<file path="config.mk">
export PLATFORM = sky130hd
export DESIGN_NAME = jtag_shift_host
export DESIGN_NICKNAME = d
export VERILOG_FILES = /design/src/rtl/jtag_seq_pkg.sv /design/src/rtl/jtag_half_timer.sv /design/src/rtl/jtag_walk_decode.sv /design/src/rtl/jtag_tdo_capture.sv /design/src/rtl/jtag_shift_host.sv
export SDC_FILE = /design/constraint.sdc
export NUM_CORES = 1
export LEC_CHECK = 0
export BUFFER_PORTS_ARGS = -buffer_cell sky130_fd_sc_hd__buf_2
export CAP_MARGIN = 25
export CORE_MARGIN = 2
export CORE_UTILIZATION = 45
export CTS_BUF_LIST = sky130_fd_sc_hd__clkbuf_8 sky130_fd_sc_hd__clkbuf_16
export DETAILED_ROUTE_END_ITERATION = 10
export GPL_TIMING_DRIVEN = 1
export PLACE_DENSITY = 0.68
export SLEW_MARGIN = 20
export SYNTH_ARGS = -nofsm -noshare
export SYNTH_HDL_FRONTEND = slang
export SYNTH_HIERARCHICAL = 1
export SYNTH_SLANG_ARGS = --single-unit
export TNS_END_PERCENT = 10
</file>
<file path="constraint.sdc">
create_clock -name clk -period 9.15 [get_ports clk]
set_clock_uncertainty 0.05 [all_clocks]
set_input_delay 1.83 -clock clk [delete_from_list [all_inputs] [get_ports clk]]
set_output_delay 1.83 -clock clk [all_outputs]
set_load 0.005 [all_outputs]
</file>
<file path="src/rtl/jtag_seq_pkg.sv">
package jtag_seq_pkg;

    typedef enum logic [1:0] {
        OP_RESET     = 2'b00,
        OP_IR_LOAD   = 2'b01,
        OP_DR_XCHG   = 2'b10,
        OP_RESET_ALT = 2'b11
    } jtag_op_e;

    typedef enum logic [1:0] {
        S_IDLE     = 2'b00,
        S_TCK_LOW  = 2'b01,
        S_TCK_HIGH = 2'b10
    } seq_state_e;

    localparam int RESET_ONES = 5;
    localparam int IR_LEAD    = 4;
    localparam int DR_LEAD    = 3;

endpackage

</file>
<file path="src/rtl/jtag_half_timer.sv">
module jtag_half_timer #(
    parameter int DIV_W = 8
) (
    input  logic             clk,
    input  logic             rst_n,
    input  logic             start_i,
    input  logic [DIV_W-1:0] div_i,
    output logic             expire_o
);
    logic [DIV_W-1:0] cnt_q;

    always_ff @(posedge clk) begin
        if (!rst_n)             cnt_q <= '0;
        else if (start_i)       cnt_q <= div_i;
        else if (cnt_q != '0)   cnt_q <= cnt_q - 1'b1;
    end

    assign expire_o = (cnt_q == '0);
endmodule

</file>
<file path="src/rtl/jtag_walk_decode.sv">
module jtag_walk_decode
    import jtag_seq_pkg::*;
#(
    parameter int WORD_W = 32,
    parameter int IDX_W  = 6
) (
    input  jtag_op_e          op_i,
    input  logic [IDX_W-1:0]  idx_i,
    input  logic [WORD_W-1:0] word_i,
    output logic              tms_o,
    output logic              tdi_o,
    output logic              shift_o,
    output logic              last_o
);
    localparam int POS_W = (WORD_W > 1) ? $clog2(WORD_W) : 1;

    logic [IDX_W-1:0] lead;
    logic [IDX_W-1:0] sh_end;
    logic [IDX_W-1:0] pos;
    logic             is_ir;

    always_comb begin
        is_ir   = (op_i == OP_IR_LOAD);
        lead    = is_ir ? IDX_W'(IR_LEAD) : IDX_W'(DR_LEAD);
        sh_end  = lead + IDX_W'(WORD_W);
        pos     = idx_i - lead;
        tms_o   = 1'b0;
        tdi_o   = 1'b0;
        shift_o = 1'b0;
        last_o  = 1'b0;
        unique case (op_i)
            OP_RESET, OP_RESET_ALT: begin
                tms_o  = (idx_i < IDX_W'(RESET_ONES));
                last_o = (idx_i == IDX_W'(RESET_ONES));
            end
            OP_IR_LOAD, OP_DR_XCHG: begin
                if (idx_i < lead) begin
                    tms_o = is_ir ? (idx_i < IDX_W'(2)) : (idx_i == '0);
                end else if (idx_i < sh_end) begin
                    shift_o = 1'b1;
                    tms_o   = (idx_i == sh_end - IDX_W'(1));
                    tdi_o   = word_i[pos[POS_W-1:0]];
                end else if (idx_i == sh_end) begin
                    tms_o = 1'b1;
                end else begin
                    last_o = 1'b1;
                end
            end
        endcase
    end
endmodule

</file>
<file path="src/rtl/jtag_tdo_capture.sv">
module jtag_tdo_capture #(
    parameter int WORD_W = 32
) (
    input  logic              clk,
    input  logic              rst_n,
    input  logic              clr_i,
    input  logic              en_i,
    input  logic              bit_i,
    output logic [WORD_W-1:0] word_o
);
    always_ff @(posedge clk) begin
        if (!rst_n || clr_i) word_o <= '0;
        else if (en_i)       word_o <= {bit_i, word_o[WORD_W-1:1]};
    end
endmodule

</file>
<file path="src/rtl/jtag_shift_host.sv">
module jtag_shift_host
    import jtag_seq_pkg::*;
#(
    parameter int WORD_W = 32,
    parameter int DIV_W  = 8
) (
    input  logic              clk,
    input  logic              rst_n,
    input  logic              cmd_valid_i,
    output logic              cmd_ready_o,
    input  logic [1:0]        cmd_op_i,
    input  logic [WORD_W-1:0] cmd_word_i,
    input  logic [DIV_W-1:0]  half_div_i,
    output logic              rsp_valid_o,
    output logic [WORD_W-1:0] rsp_word_o,
    output logic              tck_o,
    output logic              tms_o,
    output logic              tdi_o,
    input  logic              tdo_i
);
    localparam int IDX_W = $clog2(WORD_W + IR_LEAD + 2);

    seq_state_e        state_q, state_d;
    jtag_op_e          op_q, nxt_op;
    logic [WORD_W-1:0] word_q, nxt_word;
    logic [DIV_W-1:0]  div_q, tmr_div;
    logic [IDX_W-1:0]  idx_q, nxt_idx;
    logic              accept, expire, tmr_start;
    logic              cur_shift, cur_last, cur_tms_unused, cur_tdi_unused;
    logic              nxt_tms, nxt_tdi, nxt_shift_unused, nxt_last_unused;

    assign cmd_ready_o = (state_q == S_IDLE);
    assign accept      = cmd_valid_i && cmd_ready_o;
    assign nxt_op      = accept ? jtag_op_e'(cmd_op_i) : op_q;
    assign nxt_word    = accept ? cmd_word_i : word_q;
    assign nxt_idx     = accept ? '0 : idx_q + IDX_W'(1);
    assign tmr_div     = accept ? half_div_i : div_q;
    assign tmr_start   = accept
                       || (state_q == S_TCK_LOW && expire)
                       || (state_q == S_TCK_HIGH && expire && !cur_last);

    jtag_half_timer #(.DIV_W(DIV_W)) timer_i (
        .clk(clk), .rst_n(rst_n), .start_i(tmr_start),
        .div_i(tmr_div), .expire_o(expire)
    );

    jtag_walk_decode #(.WORD_W(WORD_W), .IDX_W(IDX_W)) dec_cur_i (
        .op_i(op_q), .idx_i(idx_q), .word_i(word_q),
        .tms_o(cur_tms_unused), .tdi_o(cur_tdi_unused),
        .shift_o(cur_shift), .last_o(cur_last)
    );

    jtag_walk_decode #(.WORD_W(WORD_W), .IDX_W(IDX_W)) dec_nxt_i (
        .op_i(nxt_op), .idx_i(nxt_idx), .word_i(nxt_word),
        .tms_o(nxt_tms), .tdi_o(nxt_tdi),
        .shift_o(nxt_shift_unused), .last_o(nxt_last_unused)
    );

    jtag_tdo_capture #(.WORD_W(WORD_W)) cap_i (
        .clk(clk), .rst_n(rst_n), .clr_i(accept),
        .en_i(state_q == S_TCK_LOW && expire && cur_shift),
        .bit_i(tdo_i), .word_o(rsp_word_o)
    );

    // State register
    always_ff @(posedge clk) begin
        if (!rst_n) state_q <= S_IDLE;
        else        state_q <= state_d;
    end

    // Next-state logic
    always_comb begin
        state_d = state_q;
        unique case (state_q)
            S_IDLE:     if (accept) state_d = S_TCK_LOW;
            S_TCK_LOW:  if (expire) state_d = S_TCK_HIGH;
            S_TCK_HIGH: if (expire) state_d = cur_last ? S_IDLE : S_TCK_LOW;
            default:    state_d = S_IDLE;
        endcase
    end

    // Registered outputs and command context
    always_ff @(posedge clk) begin
        if (!rst_n) begin
            op_q        <= OP_RESET;
            word_q      <= '0;
            div_q       <= '0;
            idx_q       <= '0;
            tck_o       <= 1'b0;
            tms_o       <= 1'b0;
            tdi_o       <= 1'b0;
            rsp_valid_o <= 1'b0;
        end else begin
            rsp_valid_o <= 1'b0;
            unique case (state_q)
                S_IDLE: if (accept) begin
                    op_q   <= nxt_op;
                    word_q <= nxt_word;
                    div_q  <= half_div_i;
                    idx_q  <= '0;
                    tck_o  <= 1'b0;
                    tms_o  <= nxt_tms;
                    tdi_o  <= nxt_tdi;
                end
                S_TCK_LOW: if (expire) tck_o <= 1'b1;
                S_TCK_HIGH: if (expire) begin
                    tck_o <= 1'b0;
                    if (cur_last) begin
                        tms_o       <= 1'b0;
                        tdi_o       <= 1'b0;
                        rsp_valid_o <= 1'b1;
                    end else begin
                        idx_q <= nxt_idx;
                        tms_o <= nxt_tms;
                        tdi_o <= nxt_tdi;
                    end
                end
                default: ;
            endcase
        end
    end

    // TCK rests low while idle
    p_tck_idle_r1: assert property (@(posedge clk) disable iff (!rst_n)
        cmd_ready_o |-> !tck_o);
    // pins frozen during the high phase
    p_pins_stable_high_r2: assert property (@(posedge clk) disable iff (!rst_n)
        (tck_o && $past(tck_o)) |-> ($stable(tms_o) && $stable(tdi_o)));
    // ready drops after accept
    p_busy_after_accept_r8: assert property (@(posedge clk) disable iff (!rst_n)
        accept |=> !cmd_ready_o);
    // response is a single pulse
    p_rsp_single_r9: assert property (@(posedge clk) disable iff (!rst_n)
        rsp_valid_o |=> !rsp_valid_o);
    // response arrives with ready already high
    p_rsp_ready_r9: assert property (@(posedge clk) disable iff (!rst_n)
        rsp_valid_o |-> cmd_ready_o);
endmodule

</file>
# --- Word level (Yosys, flattened, before mapping) ---
# Index checks and enable logic that the tools add are counted.
totals:
  reg_bits: 94
  input_bits: 46
  output_inout_bits: 37
  word_cells: 116
op_classes:
  n_addsub: 6
  order_cmp: 7
  eq_ne: 16
  muxes: 47
  n_reduce_logical: 29
ops:
  columns: ["op", "count"]
  rows:
  - ["32-bit 2-to-1 mux", 1]
  - ["1-bit 2-to-1 mux", 25]
  - ["6-bit 2-to-1 mux", 4]
  - ["8-bit 2-to-1 mux", 3]
  - ["6-bit equality test", 3]
  - ["6-bit < comparator", 3]
  - ["6-bit adder (second input constant)", 2]
  - ["6-bit case mux with 2 select lines", 1]
  - ["2-bit equality test (second input constant)", 5]
  - ["3-bit AND reduction", 3]
  - ["8-bit zero test", 1]
  - ["2-bit 2-to-1 mux", 4]
  - ["1-bit case mux with 2 select lines", 4]
  - ["4-bit AND reduction", 2]
  - ["8-bit nonzero test", 1]
  - ["2-bit OR reduction", 4]
  - ["8-bit by 1-bit subtractor with 8-bit output (second input constant)", 1]
  - ["6-bit by 1-bit adder with 6-bit output (second input constant)", 1]
  - ["2-bit by 1-bit equality test with 1-bit output (second input constant)", 3]
  - ["6-bit by 3-bit equality test with 1-bit output (second input constant)", 1]
  - ["2-bit zero test", 3]
  - ["6-bit zero test", 1]
  - ["5-bit by 6-bit < comparator with 1-bit output (second input constant)", 1]
  - ["6-bit by 2-bit < comparator with 1-bit output (second input constant)", 1]
  - ["other kinds (16)", 27]

# --- Depth between registers and ports, before layout ---
depth:
  depth_word: 14
  ltp_mapped: 17
  depth_no_buf: 15

# --- Cells and area by module ---
# The synthesis kept the hierarchy.
by_module_without_submodules:
  columns: ["module", "instances", "cells_each", "area_per_inst_um2", "seq_area_each_um2"]
  rows:
  - ["jtag_shift_host", 1, 221, 2521.2, 1081.0]
  - ["jtag_tdo_capture", 1, 104, 1173.6, 640.6]
  - ["jtag_walk_decode (dec_nxt_i)", 1, 57, 566.8, 0.0]
  - ["jtag_walk_decode (dec_cur_i)", 1, 56, 563.0, 0.0]
  - ["jtag_half_timer", 1, 51, 457.9, 160.2]

# --- Worst setup path after synthesis ---
# Ideal clock, no wire load.
synth_timing:
  kind: "input -> register"
  start: "input port cmd_valid_i"
  end: "register tdi_o"
  setup_time_ns: 0.123
  arrival_time_ns: 5.102
  required_time_ns: 8.977
  setup_slack_ns: 3.875
  stages: 17
  n_path_buf: 3
  cell_sequence: "or3b_1 > buf_6 > inv_8 > buf_12 > mux2_4 > inv_1 > ha_1 > inv_1 > ha_1 > fa_1 > buf_1 > mux4_2 > and3_1 > a2111oi_0 > nor4b_1 > nand2_1 > o22ai_1"
synth_between:
  elab_chain_cells: 13
  word_cells_on_any_way: 23
  classes_between: "2 x add/sub; 2 x order compare; 3 x eq/ne; 13 x mux; 3 x reduce/logical"
synth_rtl:
  columns: ["item", "line_no", "rtl"]
  rows:
  - ["start: declaration", "jtag_shift_host.sv:9", "input logic cmd_valid_i,"]
  - ["1-bit logical AND *", "jtag_shift_host.sv:33", "assign accept = cmd_valid_i && cmd_ready_o;"]
  - ["2-bit 2-to-1 mux *", "jtag_shift_host.sv:34", "assign nxt_op = accept ? jtag_op_e'(cmd_op_i) : op_q;"]
  - ["net nxt_op[1]", "jtag_shift_host.sv:24", "jtag_op_e op_q, nxt_op;"]
  - ["2-bit by 1-bit equality test with 1-bit output", null, null]
  - ["3-bit 2-to-1 mux", "jtag_walk_decode.sv:24", "lead = is_ir ? IDX_W'(IR_LEAD) : IDX_W'(DR_LEAD);"]
  - ["5-bit subtractor", "jtag_walk_decode.sv:26", "pos = idx_i - lead;"]
  - ["1-bit binary-select mux with 5-bit select", "jtag_walk_decode.sv:42", "tdi_o = word_i[pos[POS_W-1:0]];"]
  - ["1-bit 2-to-1 mux (implied by the code)", "jtag_walk_decode.sv:42", null]
  - ["1-bit 2-to-1 mux", "jtag_walk_decode.sv:39", "end else if (idx_i < sh_end) begin"]
  - ["1-bit 2-to-1 mux", "jtag_walk_decode.sv:37", "if (idx_i < lead) begin"]
  - ["1-bit 2-to-1 mux *", "jtag_walk_decode.sv:31", "unique case (op_i)"]
  - ["net nxt_tdi", "jtag_shift_host.sv:30", "logic nxt_tms, nxt_tdi, nxt_shift_unused, nxt_last_unused;"]
  - ["1-bit 2-to-1 mux", "jtag_shift_host.sv:108", "if (cur_last) begin"]
  - ["1-bit 2-to-1 mux", "jtag_shift_host.sv:106", "S_TCK_HIGH: if (expire) begin"]
  - ["1-bit case mux with 2 select lines *", "jtag_shift_host.sv:95", "unique case (state_q)"]
  - ["end signal: assignment", "jtag_shift_host.sv:103", "tdi_o <= nxt_tdi;"]
  - ["end signal: assignment", "jtag_shift_host.sv:115", "tdi_o <= nxt_tdi;"]
  - ["end: declaration", "jtag_shift_host.sv:18", "output logic tdi_o,"]
# The timed path passes the listed nets; every way through them passes the cells marked *. The select of a mux whose other input is x is not followed.
# A chain may end at the register's enable or synchronous reset.

# --- Worst setup path after layout ---
# Ends and elaborated chain as after synthesis.

==> flow_summary.ini <==
[sta]
tns_ns = 0
max_freq_mhz = 182
hold_violations = 0
tightest_slew_ns = 0.959
hold_ws_ns = 0.447
finalWorstPathRequiredPeriod_ns = 5.49
slew_viol_final = 0
setup_viol = 0
period_share_pct = 60.0
slew_headroom_pct = 36.1
rsz0062_at_grt = false

[drt]
drtIter0Drc = 147
avgRoutedWirePerCell_um = 14.0
remaining_drc_errors = 0
via_count = 3340
drt_wl_total_um = 9220
detail-route-antenna-nets = 0
via_per_inst = 5.06
first_pass_iters = 4

[setup_path]
critPathLaunchType = input port
critical_path_required_ns = 9.34
critPathMaxFanout = 50
end_kind = flop
arrival_ns = 5.68
critical_path_class = in2reg

[cts]
clk_pin_slew_ns = 0.09
cts_setup_buffers = 0
clk_latency_ns = 0.36
cts_buffer_depth = 2
hold_buffers = 0
clockRootBuffer = clkbuf_8
cts_made_buffers = 9
h-tree-depth = 3
post_cts_resized = 0
clock_sinks = 94
cts_tree = built

[die]
io_pins = 83
fp.dieW_um = 108
die_h_um = 108
core_um2 = 10400
start_util_pct = 46.6
design.die.area_um2 = 11600
rows = 37

[global_route]
track_usage_pct = 16.2
grt_antenna_before_repair = 1
grt_pass1_vias = 3231
grt_pass1_wl_um = 15200
grt_max_degree = 69
overflow = 0

[hold_path]
hold_class = reg2reg

[placed_design]
place_area_um2 = 5200
portBuffers = 82
hpwl_um = 6580
place_inst = 643
gp_congestion = 0.876

[power_and_ir_drop]
leakage_nw = 2.33
total_power_mw = 1.17
irDropWorstVdd_mv = 0.107
power-per-cell-area_nw_per_um2 = 215

[synthesis]
ys_warn_count = 6
syn_inst = 449
synth_area_um2 = 4860
syn-num-nets = 507
avgSynthCellArea_um2 = 10.8

[finish]
mostFrequentLayoutCells = dfxtp_1, buf_2, nor2_1
final_common_cell = dfxtp_1
ff_latch_area_um2 = 1880
multiInputGateArea_um2 = 2650
nFillCells = 936
nets = 576
final_area_um2 = 5440
area_delta_synth_final_pct = 11.9
fin_cells = 660
drive_above_1_share_pct = 29.1

[job]
drv_cap = 0

[status]
status = complete, no violations
==> state kept, by name (all words and copies together) (netlist names) <==
register / cells
div_q: 8
state_q: 2
tdi_o: 1
timer_i/cnt_q: 8
cap_i/word_o: 32
op_q: 2
word_q: 32
tck_o: 1
idx_q: 6
tms_o: 1
rsp_valid_o: 1
==> critical path, cell delays in order <==
cell and delay (ns):
buf_2 0.10, or3b_1 0.51, inv_8 0.40, mux2_4 0.34, inv_1 0.05, ha_1 0.15, inv_1 0.10, ha_1 0.22
fa_1 0.71, mux4_2 0.35, and3_1 0.19, a2111oi_0 0.40, nor4b_1 0.12, nand2_1 0.09, o22ai_1 0.09
==> cell type report <==
| type | count | share of cell area (%) |
|---|---|---|
| clock buffer | 9 | 2.28 |
| inverter | 16 | 1.24 |
| timing repair buffer | 84 | 7.97 |
| sequential | 94 | 34.6 |
| antenna | 1 | 0.0460 |
| clock inverter | 7 | 1.93 |
| tap | 136 | 3.13 |
| multi-input combinational | 313 | 48.8 |
==> worst paths after layout <==
path	from	end	slack (ns)	depth (start not counted)
worst min-delay path	tms_o	tms_o	0.45	2
worst max register to register	state_q[1]	tdi_o	4.73	14
worst max-delay path	cmd_valid_i	tdi_o	3.66	15
worst min register to register	tms_o	tms_o	0.45	2
==> stage by stage <==
stage	util, %	setup WS, ns
detailed placement	50.0	3.30
floorplan	-	3.87
finish	52.2	3.66
global placement	49.8	3.41
CTS	52.2	3.69
global route	52.2	3.30
==> power by group <==
group / leakage [nW] / total [mW] / switching [mW] / internal (mW)
Clock: 0.112 / 0.314 / 0.156 / 0.158
Combinational: 1.45 / 0.376 / 0.178 / 0.199
Sequential: 0.766 / 0.477 / 0.0282 / 0.449
==> per-layer routing <==
metal	global-route usage [%]	part of all wire, %	vias up
li1	-	-	1710
met1	19.9	47	1545
met2	27.7	47	81
met3	4.60	6.0	4
met4	4.67	0.60	0
met5	0	0	-
Note: power is estimated with default switching activity, not from simulation.
